`config.mk`:
```
export PLATFORM = sky130hd
export DESIGN_NAME = dec4to16_casc
export DESIGN_NICKNAME = d
export VERILOG_FILES = /design/src/rtl/dec_pkg.sv /design/src/rtl/dec_slice.sv /design/src/rtl/dec_ctrl.sv /design/src/rtl/dec_datapath.sv /design/src/rtl/dec4to16_casc.sv
export SDC_FILE = /design/constraint.sdc
export NUM_CORES = 1
export LEC_CHECK = 0
export CAP_MARGIN = 20
export CORE_AREA = 2 2 39 41
export DETAILED_ROUTE_END_ITERATION = 8
export DIE_AREA = 0 0 41 43
export MAX_ROUTING_LAYER = met4
export RECOVER_POWER = 100
export SLEW_MARGIN = 0
export SYNTH_ARGS = -nofsm -noshare
export SYNTH_HDL_FRONTEND = slang
export SYNTH_SLANG_ARGS = --single-unit
```
`constraint.sdc`:
```
create_clock -name vclk -period 1.5
set_input_delay 0.3 -clock vclk [all_inputs]
set_output_delay 0.3 -clock vclk [all_outputs]
set_load 0.02 [all_outputs]
```
`src/rtl/dec_pkg.sv`:
```
package dec_pkg;
  // Enable strobes for one 3-to-8 slice, mixed polarity
  typedef struct packed {
    logic g1;    // active high
    logic g2aN;  // active low
    logic g2bN;  // active low
  } sliceEn_t;
endpackage

```
`src/rtl/dec_slice.sv`:
```
module dec_slice #(
  parameter int SEL_W = 3,
  localparam int OUT_N = 1 << SEL_W
) (
  input  logic             g1,
  input  logic             g2aN,
  input  logic             g2bN,
  input  logic [SEL_W-1:0] sel,
  output logic [OUT_N-1:0] yN
);
  logic sliceOn;

  always_comb sliceOn = g1 & ~g2aN & ~g2bN;

  for (genvar i = 0; i < OUT_N; i++) begin : g_out
    always_comb yN[i] = ~(sliceOn & (sel == SEL_W'(i)));
  end
endmodule

```
`src/rtl/dec_ctrl.sv`:
```
module dec_ctrl
  import dec_pkg::*;
#(
  parameter int CODE_W = 4,
  parameter int SEL_W  = 3,
  localparam int HI_W    = CODE_W - SEL_W,
  localparam int SLICE_N = 1 << HI_W
) (
  input  logic [CODE_W-1:0] codeIn,
  input  logic              enN,
  output sliceEn_t          sliceEn [SLICE_N]
);
  logic [HI_W-1:0] hiBits;

  always_comb hiBits = codeIn[CODE_W-1:SEL_W];

  if (SLICE_N == 2) begin : g_pair
    // Low slice: top bit on an active-low pin, global enable on the other
    always_comb sliceEn[0] = '{g1: 1'b1, g2aN: hiBits[0], g2bN: enN};
    // High slice: top bit on the active-high pin
    always_comb sliceEn[1] = '{g1: hiBits[0], g2aN: enN, g2bN: 1'b0};
  end else begin : g_wide
    for (genvar k = 0; k < SLICE_N; k++) begin : g_sl
      always_comb sliceEn[k] = '{g1: (hiBits == HI_W'(k)), g2aN: enN, g2bN: 1'b0};
    end
  end
endmodule

```
`src/rtl/dec_datapath.sv`:
```
module dec_datapath
  import dec_pkg::*;
#(
  parameter int CODE_W = 4,
  parameter int SEL_W  = 3,
  localparam int SLICE_N = 1 << (CODE_W - SEL_W),
  localparam int SL_OUT  = 1 << SEL_W,
  localparam int OUT_N   = 1 << CODE_W
) (
  input  logic [SEL_W-1:0] selBits,
  input  sliceEn_t         sliceEn [SLICE_N],
  output logic [OUT_N-1:0] decN
);
  for (genvar k = 0; k < SLICE_N; k++) begin : g_slice
    dec_slice #(.SEL_W(SEL_W)) u_slice (
      .g1   (sliceEn[k].g1),
      .g2aN (sliceEn[k].g2aN),
      .g2bN (sliceEn[k].g2bN),
      .sel  (selBits),
      .yN   (decN[k*SL_OUT +: SL_OUT])
    );
  end
endmodule

```
`src/rtl/dec4to16_casc.sv`:
```
module dec4to16_casc
  import dec_pkg::*;
#(
  parameter int CODE_W = 4,
  parameter int SEL_W  = 3,
  localparam int SLICE_N = 1 << (CODE_W - SEL_W),
  localparam int OUT_N   = 1 << CODE_W
) (
  input  logic [CODE_W-1:0] codeIn,
  input  logic              enN,
  output logic [OUT_N-1:0]  decN
);
  sliceEn_t sliceEn [SLICE_N];

  dec_ctrl #(.CODE_W(CODE_W), .SEL_W(SEL_W)) u_ctrl (
    .codeIn  (codeIn),
    .enN     (enN),
    .sliceEn (sliceEn)
  );

  dec_datapath #(.CODE_W(CODE_W), .SEL_W(SEL_W)) u_dp (
    .selBits (codeIn[SEL_W-1:0]),
    .sliceEn (sliceEn),
    .decN    (decN)
  );
endmodule

```
==> results by group <==
Floorplanning
  – Core Area: 1380 sq um
  – Initial Utilization: roughly 9%
  – Die height: around 43 microns
  – Die Area: approximately 1800 sq um
  – Die width: 41 microns
  – # rows: 14
  – Top Ports: 21

Power
  – Max VDD drop: 0.0652 mV
  – Leakage: around 0.00014 uW
  – Pwr/cell area: 184 nW/um^2

Placement
  – Detail Placement HPWL: 498 microns
  – Pre-CTS setup slack: -660 ps
  – IO Port Bufs: 21
  – Routability-driven placement congestion ratio: 0.682
  – Placed Area: about 370 sq um

STA
  – TNS Setup: 0 ps
  – Fin crit share: a little over nine tenths
  – Endpoints failing setup: 0
  – Final Hold Viols: 0
  – Peak Freq: 699 MHz
  – RSZ-0062 raised after global routing: no
  – Slew HR: 83.0%
  – Minimum clock period: 1430 ps
  – Worst Max-Slew Pin Slew: 254 ps
  – Slew Limit Fails: 0
  – Post-route setup slack: 68.8 ps

Cells and area
  – Clock buf count: 0
  – Ant. Diodes: 0
  – Nets@finish: 57
  – Multi-input gate area: ~140 sq um
  – Register area: 0 sq um
  – Design area: around 340 sq um
  – Filler Cell Count: 167
  – Seq_cells: 0
  – Share of cells above drive strength 1: 58.0%
  – Area Growth Syn to Fin: 170%

CTS
  – Hold-fix buffer count after cts: 0

Logic synthesis
  – Synthesized cell area: 128 sq um
  – Sequential area share after synthesis: 0%
  – Mean Syn Cell Area: 5.55 sq um
  – Syn nets: 28
  – YS warnings: 0
  – Post-synth cell types: 7
  – Syn Inst Count: 23

Global route
  – Vias in the first global route: 214
  – GR Util All Layers: approximately 7.0%
  – Gr ovfl total: 0
  – Initial antenna violation count: 0
  – Global-route wire length before repair: 903 microns
  – Pin count of the biggest net entering global routing: 6

Drt
  – Drt wl/cell: 9.03 microns
  – Iter 0 DRT Violations: 2
  – DR DRC count: 0
  – Initial DRT Pass Iterations: 4
  – Final wirelength: 596 microns
  – DRT antenna net count: 0
  – Vias/cell: 3.82
  – Total number of vias: 252

Setup path
  – Setup CP Type: input pin to output pin
  – CP Capture Type: output pin
  – Worst path arrival time: between 1000 and 1500 ps
  – Worst endpoint required time: 1200 ps
  – CP Launch Type: input pin
  – Crit-path max FO: 5

Status
  – Status: complete, no violations

Min path
  – Worst min path class: input pin to output pin

Flow run
  – Total of max-cap violations: 0
Yosys cell counts:
cell	number	area share, %
and3b_1	1	6.9
nand3_1	4	16
nor2_1	1	2.9
nand2_1	12	35
nor3b_2	2	20
nor3_2	1	7.8
and2b_1	2	12
worst paths after layout:
check	from	cells after the start	end
setup / recovery	codeIn[2]	4	decN[11]
hold / removal	codeIn[3]	4	decN[1]
final cells by class:
type                            count  share of cell area [%]
Multi-Input combinational cell     23                    40.4
Tap cell                           16                    5.82
Timing Repair Buffer               27                    53.8
worst max-delay path, cell delays in order:
cell             delay, ps
clkdlybuf4s15_1        250
and2b_2                260
nand2_1                 60
clkdlybuf4s15_2        250
logic make-up after synthesis:
kind of cell / count (synthesis) / share of synthesized area (%)
AND/OR/NAND/NOR: 23 / 100
metal layers:
layer	track usage, %	routed length, microns	vias up
met4	0	0	0
met2	10.9	266	14
li1	-	-	131
met1	10.5	261	107
met3	0	68	0
met5	-	0	-
placed cells by master (no fill, tap or decap), drive strengths merged:
cell type      Yosys  layout
dlygate4sd2        0       3
nor2               1       1
nor3b              2       2
nor3               1       1
nand3              4       4
nand2             12      12
buf                0      10
clkdlybuf4s15      0       4
clkbuf             0      10
and3b              1       1
and2b              2       2
where the power goes:
group	total, uW	internal [uW]	switching [uW]
Clock	0	0	0
Combinational	63.2	28.4	34.9
Sequential	0	0	0
what timing repair did:
item,in CTS,in global routing
gates cloned,0,0
pin swaps,1,1
buffers inserted,4,0
endpoints found under the setup margin,16,9
gates resized for setup,67,8
hold endpoints to repair,0,0
metrics by stage:
stage	power [uW]	util, %	instances	hold WS (ps)
floorplan	25.3	-	23	760
global placement	65.9	26.9	62	1770
detailed placement	66.4	26.9	62	1770
CTS	69.3	27.0	66	1030
global route	68.8	24.9	66	1040
finish	63.2	24.9	66	1010
No activity file was read; power rests on OpenSTA's default activity.
